**src/rtl/flash_stage_pkg.sv**
```systemverilog
package flash_stage_pkg;

    localparam logic [2:0] CODE_SINGLE = 3'b001;
    localparam logic [2:0] CODE_QUAD   = 3'b010;

    typedef enum logic {
        MODE_SINGLE = 1'b0,
        MODE_QUAD   = 1'b1
    } commit_mode_e;

    typedef enum logic {
        ST_IDLE = 1'b0,
        ST_XFER = 1'b1
    } seq_state_e;

    function automatic logic code_is_valid(input logic [2:0] code);
        return (code == CODE_SINGLE) || (code == CODE_QUAD);
    endfunction

    function automatic commit_mode_e mode_of(input logic [2:0] code);
        return (code == CODE_QUAD) ? MODE_QUAD : MODE_SINGLE;
    endfunction

endpackage

```
**src/rtl/flash_stage_regs.sv**
```systemverilog
module flash_stage_regs #(
    parameter int              NUM_WORDS = 8,
    parameter int              DW        = 32,
    parameter int              RAW       = 8,
    parameter logic [RAW-1:0]  BASE      = 8'h28
) (
    input  logic                     clk,
    input  logic                     rst,
    input  logic                     wr_en,
    input  logic [RAW-1:0]           wr_addr,
    input  logic [DW-1:0]            wr_data,
    input  logic                     lock,
    input  logic [RAW-1:0]           rd_addr,
    output logic [DW-1:0]            rd_data,
    output logic [NUM_WORDS*DW-1:0]  words_flat
);

    logic [NUM_WORDS-1:0][DW-1:0] word_q;

    for (genvar i = 0; i < NUM_WORDS; i++) begin : g_word
        localparam logic [RAW-1:0] OFF = BASE + RAW'(4 * i);
        always_ff @(posedge clk) begin
            if (rst) begin
                word_q[i] <= '0;
            end else if (wr_en && !lock && (wr_addr == OFF)) begin
                word_q[i] <= wr_data;
            end
        end
    end

    always_comb begin
        rd_data = '0;
        for (int i = 0; i < NUM_WORDS; i++) begin
            if (rd_addr == BASE + RAW'(4 * i)) begin
                rd_data = word_q[i];
            end
        end
    end

    assign words_flat = word_q;

endmodule

```
**src/rtl/flash_stage_addr.sv**
```systemverilog
module flash_stage_addr
    import flash_stage_pkg::*;
#(
    parameter int AW           = 32,
    parameter int NUM_WORDS    = 8,
    parameter int SINGLE_WORDS = 2,
    parameter int IDX_W        = $clog2(NUM_WORDS)
) (
    input  logic [AW-1:0]    base,
    input  commit_mode_e     mode,
    input  logic [IDX_W-1:0] idx,
    output logic [AW-1:0]    addr
);

    localparam int S_BITS = $clog2(SINGLE_WORDS * 4);
    localparam int Q_BITS = $clog2(NUM_WORDS * 4);
    localparam logic [AW-1:0] S_MASK = {AW{1'b1}} << S_BITS;
    localparam logic [AW-1:0] Q_MASK = {AW{1'b1}} << Q_BITS;

    logic [AW-1:0] mask;
    logic [AW-1:0] offset;

    generate
        if (S_BITS == Q_BITS) begin : g_same_align
            assign mask = S_MASK;
        end else begin : g_mode_align
            assign mask = (mode == MODE_QUAD) ? Q_MASK : S_MASK;
        end
    endgenerate

    assign offset = AW'(idx) << 2;
    assign addr   = (base & mask) | offset;

endmodule

```
**src/rtl/flash_stage_seq.sv**
```systemverilog
module flash_stage_seq
    import flash_stage_pkg::*;
#(
    parameter int NUM_WORDS    = 8,
    parameter int SINGLE_WORDS = 2,
    parameter int AW           = 32,
    parameter int IDX_W        = $clog2(NUM_WORDS)
) (
    input  logic             clk,
    input  logic             rst,
    input  logic             cmd_valid,
    input  logic [2:0]       cmd_code,
    input  logic [AW-1:0]    cmd_addr,
    input  logic             err_clr,
    input  logic             fl_ready,
    output logic             busy,
    output logic             done,
    output logic             err,
    output logic             fl_valid,
    output commit_mode_e     mode,
    output logic [AW-1:0]    base,
    output logic [IDX_W-1:0] idx
);

    seq_state_e       state_q;
    commit_mode_e     mode_q;
    logic [AW-1:0]    base_q;
    logic [IDX_W-1:0] idx_q;
    logic [IDX_W-1:0] last_idx;
    logic             done_q;
    logic             err_q;
    logic             accept;
    logic             reject;
    logic             step;
    logic             finish;

    assign accept   = (state_q == ST_IDLE) && cmd_valid && code_is_valid(cmd_code);
    assign reject   = (state_q == ST_IDLE) && cmd_valid && !code_is_valid(cmd_code);
    assign last_idx = (mode_q == MODE_QUAD) ? IDX_W'(NUM_WORDS - 1)
                                            : IDX_W'(SINGLE_WORDS - 1);
    assign step     = (state_q == ST_XFER) && fl_ready;
    assign finish   = step && (idx_q == last_idx);

    always_ff @(posedge clk) begin
        if (rst) begin
            state_q <= ST_IDLE;
            mode_q  <= MODE_SINGLE;
            base_q  <= '0;
            idx_q   <= '0;
            done_q  <= 1'b0;
        end else begin
            done_q <= finish;
            case (state_q)
                ST_IDLE: begin
                    if (accept) begin
                        state_q <= ST_XFER;
                        mode_q  <= mode_of(cmd_code);
                        base_q  <= cmd_addr;
                        idx_q   <= '0;
                    end
                end
                ST_XFER: begin
                    if (finish) begin
                        state_q <= ST_IDLE;
                        idx_q   <= '0;
                    end else if (step) begin
                        idx_q <= idx_q + 1'b1;
                    end
                end
                default: state_q <= ST_IDLE;
            endcase
        end
    end

    always_ff @(posedge clk) begin
        if (rst) begin
            err_q <= 1'b0;
        end else if (reject) begin
            err_q <= 1'b1;
        end else if (err_clr) begin
            err_q <= 1'b0;
        end
    end

    assign busy     = (state_q == ST_XFER);
    assign fl_valid = (state_q == ST_XFER);
    assign done     = done_q;
    assign err      = err_q;
    assign mode     = mode_q;
    assign base     = base_q;
    assign idx      = idx_q;

endmodule

```
**src/rtl/flash_stage_top.sv**
```systemverilog
module flash_stage_top
    import flash_stage_pkg::*;
#(
    parameter int             NUM_WORDS    = 8,
    parameter int             SINGLE_WORDS = 2,
    parameter int             DW           = 32,
    parameter int             AW           = 32,
    parameter int             RAW          = 8,
    parameter logic [RAW-1:0] REG_BASE     = 8'h28
) (
    input  logic           clk,
    input  logic           rst,
    input  logic           reg_wr,
    input  logic [RAW-1:0] reg_addr,
    input  logic [DW-1:0]  reg_wdata,
    output logic [DW-1:0]  reg_rdata,
    input  logic           wp_in,
    input  logic           cmd_valid,
    input  logic [2:0]     cmd_code,
    input  logic [AW-1:0]  cmd_addr,
    output logic           busy,
    output logic           done,
    output logic           err,
    input  logic           err_clr,
    output logic           fl_valid,
    output logic [AW-1:0]  fl_addr,
    output logic [DW-1:0]  fl_data,
    input  logic           fl_ready
);

    localparam int IDX_W = $clog2(NUM_WORDS);

    logic [NUM_WORDS*DW-1:0] stage_flat;
    commit_mode_e            cur_mode;
    logic [AW-1:0]           cur_base;
    logic [IDX_W-1:0]        cur_idx;
    logic                    stage_lock;

    assign stage_lock = busy | wp_in;

    flash_stage_regs #(
        .NUM_WORDS (NUM_WORDS),
        .DW        (DW),
        .RAW       (RAW),
        .BASE      (REG_BASE)
    ) u_regs (
        .clk        (clk),
        .rst        (rst),
        .wr_en      (reg_wr),
        .wr_addr    (reg_addr),
        .wr_data    (reg_wdata),
        .lock       (stage_lock),
        .rd_addr    (reg_addr),
        .rd_data    (reg_rdata),
        .words_flat (stage_flat)
    );

    flash_stage_seq #(
        .NUM_WORDS    (NUM_WORDS),
        .SINGLE_WORDS (SINGLE_WORDS),
        .AW           (AW),
        .IDX_W        (IDX_W)
    ) u_seq (
        .clk       (clk),
        .rst       (rst),
        .cmd_valid (cmd_valid),
        .cmd_code  (cmd_code),
        .cmd_addr  (cmd_addr),
        .err_clr   (err_clr),
        .fl_ready  (fl_ready),
        .busy      (busy),
        .done      (done),
        .err       (err),
        .fl_valid  (fl_valid),
        .mode      (cur_mode),
        .base      (cur_base),
        .idx       (cur_idx)
    );

    flash_stage_addr #(
        .AW           (AW),
        .NUM_WORDS    (NUM_WORDS),
        .SINGLE_WORDS (SINGLE_WORDS),
        .IDX_W        (IDX_W)
    ) u_addr (
        .base (cur_base),
        .mode (cur_mode),
        .idx  (cur_idx),
        .addr (fl_addr)
    );

    assign fl_data = stage_flat[cur_idx*DW +: DW];

endmodule

```
**config.mk**
```make
export PLATFORM = sky130hd
export DESIGN_NAME = flash_stage_top
export DESIGN_NICKNAME = d
export VERILOG_FILES = /design/src/rtl/flash_stage_pkg.sv /design/src/rtl/flash_stage_regs.sv /design/src/rtl/flash_stage_addr.sv /design/src/rtl/flash_stage_seq.sv /design/src/rtl/flash_stage_top.sv
export SDC_FILE = /design/constraint.sdc
export NUM_CORES = 1
export LEC_CHECK = 0
export CAP_MARGIN = 0
export CORE_MARGIN = 10
export CORE_UTILIZATION = 28
export CTS_CLUSTER_DIAMETER = 120
export DETAILED_ROUTE_END_ITERATION = 8
export PLACE_DENSITY_LB_ADDON = 0.25
export SYNTH_ARGS = -nofsm -noshare
export SYNTH_HDL_FRONTEND = slang
export SYNTH_SLANG_ARGS = --single-unit
export TNS_END_PERCENT = 5
```
**constraint.sdc**
```tcl
create_clock -name clk -period 6.73 [get_ports clk]
set_input_delay 1.346 -clock clk [delete_from_list [all_inputs] [get_ports clk]]
set_output_delay 1.346 -clock clk [all_outputs]
set_load 0.02 [all_outputs]
```
======== Word-level counts from Yosys, hierarchy flattened ========
Cells that the tools add are included.
word-level totals
  register bits ........................... 295
  input bits .............................. 82
operators by class
  $add $sub $neg .......................... 1
  equal/unequal tests ..................... 13
  shifts and indexed selects .............. 1
  multiplexer cells ....................... 20
  bitwise logic cells ..................... 4
  reduce and logical (&&, ||, !) cells .... 20
operator list
  kind                 number
  $mux 32              8
  $shiftx 256x9->32    1
  $eq 8x6->1 const B   6
  $and 32x32->32       1
  $or 32x5->32         1
  $eq 8x7->1 const B   2
  $logic_and 1x1->1    14
  $mux 3               4
  $pmux 3 s2           1
  $mux 1               5
  $mux 5               1
  $reduce_and 2->1     2
  $add 3x1->3 const B  1
  $eq 3x1->1 const B   1
  $eq 3x2->1 const B   1
  $eq 3x3->1           1
  $ne 3x3->1 const B   1
  $logic_not 1->1      2
  $ne 2x1->1 const B   1
  $pmux 1 s2           1
  $reduce_bool 2->1    1
  $logic_or 1x1->1     1
  $not 1->1            1
  $or 1x1->1           1

======== Longest topological paths before layout ========
Gate-level depths: netlist of run 1.
  depth after elaboration ................. 9
  gate-level depth with buffers ........... 8

======== Hierarchy ========
A second synthesis of run 1 with hierarchy kept.
second synthesis, totals
  cell total of the unflattened synthesis .. 1814
  area, all modules ....................... 15085.7 um2
modules (own cells, without submodules)
  module            instances  cells an instance  area an instance (um2)  seq. area each (um2)
  flash_stage_regs  1          1485               11280.8                 5124.9
  flash_stage_top   1          115                2079.5                  0.0
  flash_stage_seq   1          180                1477.7                  780.7
  flash_stage_addr  1          34                 247.7                   0.0

======== Worst setup path before layout of run 1 ========
Ideal clock, no wire load.
  path kind ............................... input port to output port
  from .................................... in reg_addr[1]
  to ...................................... out reg_rdata[10]
  data arrival time ....................... 3.055 ns
  slack ................................... 2.329 ns
  stages on the path ...................... 6
  path buffers ............................ 2
  cells stage by stage .................... or4b_1 -> buf_2 -> nor3_2 -> buf_2 -> a21oi_1 -> o21ai_0
on the way
  cells in the longest elaborated chain, start to end .. 9
RTL lines
  what                   RTL line                text
  start: declaration     flash_stage_top.sv:14   input logic [RAW-1:0] reg_addr,
  $eq 8x6->1             flash_stage_regs.sv:34  if (rd_addr == BASE + RAW'(4 * i)) begin
  $mux 32 (7 in series)  flash_stage_regs.sv:34
  $mux 32 *              flash_stage_regs.sv:34
  end: declaration       flash_stage_top.sv:16   output logic [DW-1:0] reg_rdata,
Mark *: on every way between the ends. The rest lies on a longest branch, timed or not.

======== Final worst setup path of run 1 ========
  from .................................... in reg_addr[4]
  to ...................................... out reg_rdata[21]
The elaborated chain is that of the path after synthesis.

==> reports/results.tsv, run 1 <==
metric	value	unit
dp_hpwl	38000	um
required	5.38	ns
clock_latency	0.55	ns
critPathCaptureType	output port	
final_nets	1982	
antenna_found_initial	0	
grt.overflow.total	0	
yosys_warnings	0	
cts.sinks	292	
timing.slew.headroom	32.7	%
start_util	28.2	%
drive_gt1_share	12.7	%
dieArea	62200	um^2
drcViolationCount	0	
yosysTopAreaCellShare	39.7	%
cts.repair.resized	0	
cp.buffers_inverters	3	
synth_area_leaders	dfxtp_1 (40%), nand2_1 (16%), a21oi_1 (12%), mux4_2 (10%), buf_4 (3.2%)	
first_iter_violations	1350	
die_w	249	um
core	52300	um^2
max_stage_delay	0.93	ns
startpoint	reg_addr[4]	
p_leak	5.71	nW
fin_ws	0.819	ns
powerDensity	219	nW/um^2
cts_tree	done	
vias	13900	
setup_viol	0	
crit_path_frequent_cell	clkdlybuf4s50_1	
hold_viol_final	0	
drv_cap	0	
fin_skew	0.0267	ns
std_cell_rows	84	
path_delay_family	buffers and inverters	
pre_cts_ws	0.819	ns
crit_cells	7	
whs_path_depth	2	
die_height	249	um
crit_end	reg_rdata[21]	
cp.arrival	4.57	ns
io_pins	182	
post-route-period-util	87.8	%
rr_endpoint	u_regs.words_flat[101]	
status	completed	
synth_cells	1835	
drt-total-wl	60600	um
synth_seq_cells	292	
fin_crit	5.91	ns
cts_setup_buffers	0	
postRouteAntennaNets	0	
reg2reg_depth	6	
synth.distinct_cells	56	
firstDrtPassIters	5	
reg2reg_slack	3.72	ns
htreeDepth	2	
fin_setup_tns	0	ns
async_flop_share	0	%
worst_slew_pin_slew	1.01	ns
routabilityCongestion	0.869	
io_buffers	176	
track_usage	18.5	%
ys.flop_type	dfxtp_1	
cts_buffers	36	
clkTransAtPathRegs	0.05	ns
cts.hold.buffers_added	0	
path_cells	clkdlybuf4s50_1 > nor3b_2 > buf_4 > and2_1 > nand2_1 > a31oi_1 > clkdlybuf4s50_1	
syn_avg_cell_area	8.03	um^2
crit_fanout	14	
hold_class	reg -> reg	
routedWlPerCell	23.2	um
cts_max_path_buffers	3	
r2r-start	u_seq.busy	
seq_area_frac_synth	39.7	%
fmax	0.169	GHz
antenna_cells	0	
area_growth	21.5	%
crit_type	in -> out	
grt_pass1_vias	13500	
synth-edff-count	0	
rsz0062_at_grt	false	
syn-cell-area	14700	um^2
ir_worst_vdd	0.000138	V
cts_root_buf	clkbuf_16	
synth_area_leader_cell	dfxtp_1	
grt_max_degree	176	
critical_path.slowest_cell	clkdlybuf4s50_1	
grt_pass1_wl	89400	um
slew_violations	0	
via_per_inst	5.34	
start_kind	primary input	
[cells by family (layout without fill, tap and decap cells)]
kind of cell / after synthesis / in the layout / share of synthesized area, %
other: 1 / 2 / 0.0254
flip-flops: 292 / 292 / 39.7
adder cells (fa/ha/maj): 1 / 1 / 0.0849
XOR/XNOR: 1 / 1 / 0.0594
AO/OA/AOI/OAI: 464 / 464 / 17.4
buffers and inverters: 209 / 297 / 7.44
multiplexers: 138 / 138 / 15.5
AND/OR/NAND/NOR: 729 / 729 / 19.9
[synthesized netlist by cell type, types with 12 or more instances]
| library cell | number |
|---|---|
| clkbuf_1 | 90 |
| buf_4 | 63 |
| o22ai_1 | 20 |
| a2bb2oi_1 | 13 |
| o21ai_0 | 34 |
| a21oi_1 | 343 |
| mux2i_1 | 28 |
| nand2_1 | 622 |
| buf_2 | 43 |
| mux4_2 | 68 |
| a22oi_1 | 12 |
| mux2_2 | 42 |
| nor2_1 | 50 |
| dfxtp_1 | 292 |
[state kept, by name (all words and copies together), names as in the netlist]
name and cells:
u_regs.words_flat 256, u_seq.base 29, u_seq.idx 3, u_seq.busy 1, u_seq.done 1, u_seq.err 1, u_seq.mode 1
[cells in the final DEF (no fill, tap or decap), drive strengths merged, types with 3 or more instances in the layout]
cell,count
nand2,622
a21oi,343
dfxtp,292
clkdlybuf4s50,169
mux4,68
buf,60
clkbuf,57
nor2,51
mux2,42
o21ai,34
mux2i,28
o22ai,20
a2bb2oi,13
a22oi,12
nand3,10
nor3,9
o221ai,7
a31oi,7
or3,6
o211ai,6
nor2b,6
and2,6
inv,6
a221oi,5
nand2b,5
clkinv,4
a211o,3
a221o,3
o22a,3
a21o,3
nor3b,3
[through the flow]
stage	total power [mW]	util [%]	hold WS, ns	std cells	cell area (um^2)
after floorplan	1.94	-	0.436	1836	14700
after global placement	2.04	32.0	0.441	2549	16800
after detailed placement	2.04	32.0	0.446	2549	16800
after CTS	3.96	34.2	0.454	2612	17900
after global routing	4.05	34.2	0.467	2612	17900
final	3.92	34.2	0.453	2612	17900
[power by group]
| part | leakage, nW | switching [mW] | internal, mW |
|---|---|---|---|
| Combinational | 2.79 | 0.166 | 0.0976 |
| Clock | 0.565 | 0.773 | 1.14 |
| Sequential | 2.36 | 0.00667 | 1.74 |
[worst min-delay path: cells and delay by family (launching register included)]
family             cells  cell delay (ns)
AOI/OAI and AO/OA      1             0.05
DFF                    1             0.30
and+or+nand+nor        1             0.05
[area by class of cell]
| class | instances | area [um^2] |
|---|---|---|
| repair buffers | 230 | 2180 |
| inverters | 4 | 15.0 |
| fillers | 5411 | 34400 |
| multi-input cells | 1335 | 7860 |
| flip-flops and latches | 292 | 5850 |
| well taps | 688 | 861 |
| clock buffers | 56 | 1080 |
| clock inverters | 7 | 67.6 |
[layer usage]
layer	vias to the layer above	track usage [%]	wire length [um]	share of wire, %
met5	-	0	0	0
met4	0	5.84	1670	2.8
met3	87	4.24	5250	8.7
met2	645	29.5	27500	45
met1	6812	24.5	26200	43
li1	6395	-	-	-
[worst min-delay path by stage]
stage	startpoint	slack (ns)	endpoint
floorplan	u_seq.base[3]	0.44	u_seq.base[3]
detailed placement	u_seq.base[16]	0.45	u_seq.base[16]
finish	u_seq.base[21]	0.45	u_seq.base[21]
CTS	u_seq.base[16]	0.45	u_seq.base[16]
global route	u_seq.base[13]	0.47	u_seq.base[13]
global placement	u_seq.base[21]	0.44	u_seq.base[21]
No activity file was read; power rests on OpenSTA's default activity.
==> run 2, diff against run 1 <==
- clock period: 6.73 -> 5.2 ns (I/O delays scaled with it)
==> run 2 against run 1 <==
  * Core utilization increased by 0.48 points
  * Global-route usage about the same
  * Clock skew increased by 0.0085 ns
  * Wire length decreased by 0.27%
==> reports/results.tsv, run 2 (same netlist as run 1, synthesis figures left out) <==
metric	value	unit	change
fin_crit	4.96	ns	
power_frac_comb	6.8	%	was 6.7%
timing.slew.headroom	32.7	%	about the same
grt_pass1_vias	13400		was 13500
postRouteAntennaNets	0		unchanged
multi_input_area	7860	um^2	unchanged
switchingPower	1.27	mW	was 0.946 mW
placed_area	17000	um^2	was 16800 um^2
internal_power	3.87	mW	was 2.97 mW
cts.sinks	292		unchanged
fin_setup_tns	0	ns	unchanged
rsz0062_at_grt	false		unchanged
track_usage	18.5	%	about the same
wl_met3	5520	um	was 5250 um
fmax	0.202	GHz	
routabilityCongestion	0.875		was 0.869
cts.hold.buffers_added	0		unchanged
largest_reg_flops	256		unchanged
crit_type	in -> out		unchanged
routedWlPerCell	23.0	um	was 23.2 um
cts_buffers	36		unchanged
first_iter_violations	1575		was 1350
htreeDepth	2		unchanged
drv_cap	0		unchanged
fillers	5449		was 5411
cts_tree	done		unchanged
drcViolationCount	0		unchanged
hold_class	reg -> reg		unchanged
via_per_inst	5.29		was 5.34
setup_viol	0		unchanged
fin_area	18200	um^2	was 17900 um^2
worst_slew_pin_slew	1.01	ns	about the same
post-route-period-util	95.3	%	
cp.arrival	3.92	ns	was 4.57 ns
power.share.clock	49.3	%	was 48.8%
cts_setup_buffers	0		unchanged
drive_gt1_share	14.2	%	was 12.7%
netSwitchingFraction	24.8	%	was 24.1%
area_growth	23.2	%	was 21.5%
dp_hpwl	38900	um	was 38000 um
cts_max_path_buffers	3		unchanged
powerDensity	283	nW/um^2	was 219 nW/um^2
power_frac_seq	43.9	%	was 44.5%
clock_latency	0.57	ns	was 0.55 ns
start_kind	primary input		unchanged
die_w	249	um	unchanged
crit_fanout	9		was 14
io_buffers	176		unchanged
drt-total-wl	60500	um	was 60600 um
die_height	249	um	unchanged
io_pins	182		unchanged
dieArea	62200	um^2	unchanged
critPathCaptureType	output port		unchanged
met1_length	26200	um	about the same
p_leak	5.86	nW	was 5.71 nW
clkTransAtPathRegs	0.05	ns	about the same
antenna_found_initial	1		was 0
std_cell_rows	84		unchanged
hold_viol_final	0		unchanged
grt_max_degree	137		was 176
regArea	5850	um^2	unchanged
route.met2.wl	27500	um	about the same
fin_skew	0.0352	ns	was 0.0267 ns
ir_worst_vdd	0.000189	V	was 0.000138 V
firstDrtPassIters	5		unchanged
grt_pass1_wl	89300	um	was 89400 um
cts_root_buf	clkbuf_16		unchanged
reg2reg_slack	2.27	ns	was 3.72 ns
grt.overflow.total	0		unchanged
final_nets	2006		was 1982
start_util	28.2	%	unchanged
cts.repair.resized	0		unchanged
routed.top_layer	met4		unchanged
status	completed		unchanged
vias	13900		about the same
core	52300	um^2	unchanged
layout_commonest_cell	nand2_1		unchanged
required	4.16	ns	was 5.38 ns
slew_violations	0		unchanged
final_cell_mix	nand2_1 (622), a21oi_1 (343), dfxtp_1 (289)		unchanged
-- run 2: area by class of cell --
cell class | instances | area share (%)
inverter | 4 | 0.0827
clock buffer | 51 | 5.89
timing repair buffer | 254 | 13.2
antenna | 1 | 0.0138
clock inverter | 9 | 0.585
multi-input combinational | 1335 | 43.3
tap | 688 | 4.74
sequential | 292 | 32.2
-- run 2: critical path, stage by stage --
cell             delay (ns)
clkdlybuf4s50_1        0.63
nor3b_2                0.52
buf_12                 0.20
and2_1                 0.29
nand2_1                0.10
a31oi_1                0.42
clkdlybuf4s50_1        0.71
-- run 2: per-stage QoR --
step                util, %  setup WS [ns]  power, mW  instances  hold slack, ns
detailed placement     32.5          0.250       2.65       2573           0.448
global placement       32.5          0.276       2.65       2573           0.441
global route           34.7         0.0931       5.30       2634           0.471
finish                 34.7          0.243       5.14       2634           0.451
CTS                    34.7          0.255       5.19       2633           0.456
floorplan                 -           1.41       2.51       1836           0.436
-- run 2: final timing paths --
| path | from | endpoint | cells past startpoint |
|---|---|---|---|
| worst max register to register | u_seq.busy | u_regs.words_flat[115] | 6 |
| worst max-delay path | reg_addr[5] | reg_rdata[21] | 7 |
| worst min-delay path | u_seq.base[7] | u_seq.base[7] | 2 |
| worst min register to register | u_seq.base[7] | u_seq.base[7] | 2 |
-- run 2: power groups by stage --
| stage | combinational [mW] | sequential (mW) | clock [mW] |
|---|---|---|---|
| 6_report | 0.348 | 2.26 | 2.54 |
| 5_1_grt | 0.367 | 2.26 | 2.67 |
| 4_1_cts | 0.345 | 2.26 | 2.58 |
| 3_5_place_dp | 0.343 | 2.31 | 0 |
| 2_1_floorplan | 0.200 | 2.31 | 0 |
| 3_3_place_gp | 0.343 | 2.31 | 0 |
-- run 2: metal layers --
metal  vias up  GRT usage [%]
met5         -              0
met2       676           29.4
met4         0           5.33
met3        82           4.09
met1      6758           24.7
li1       6418              -
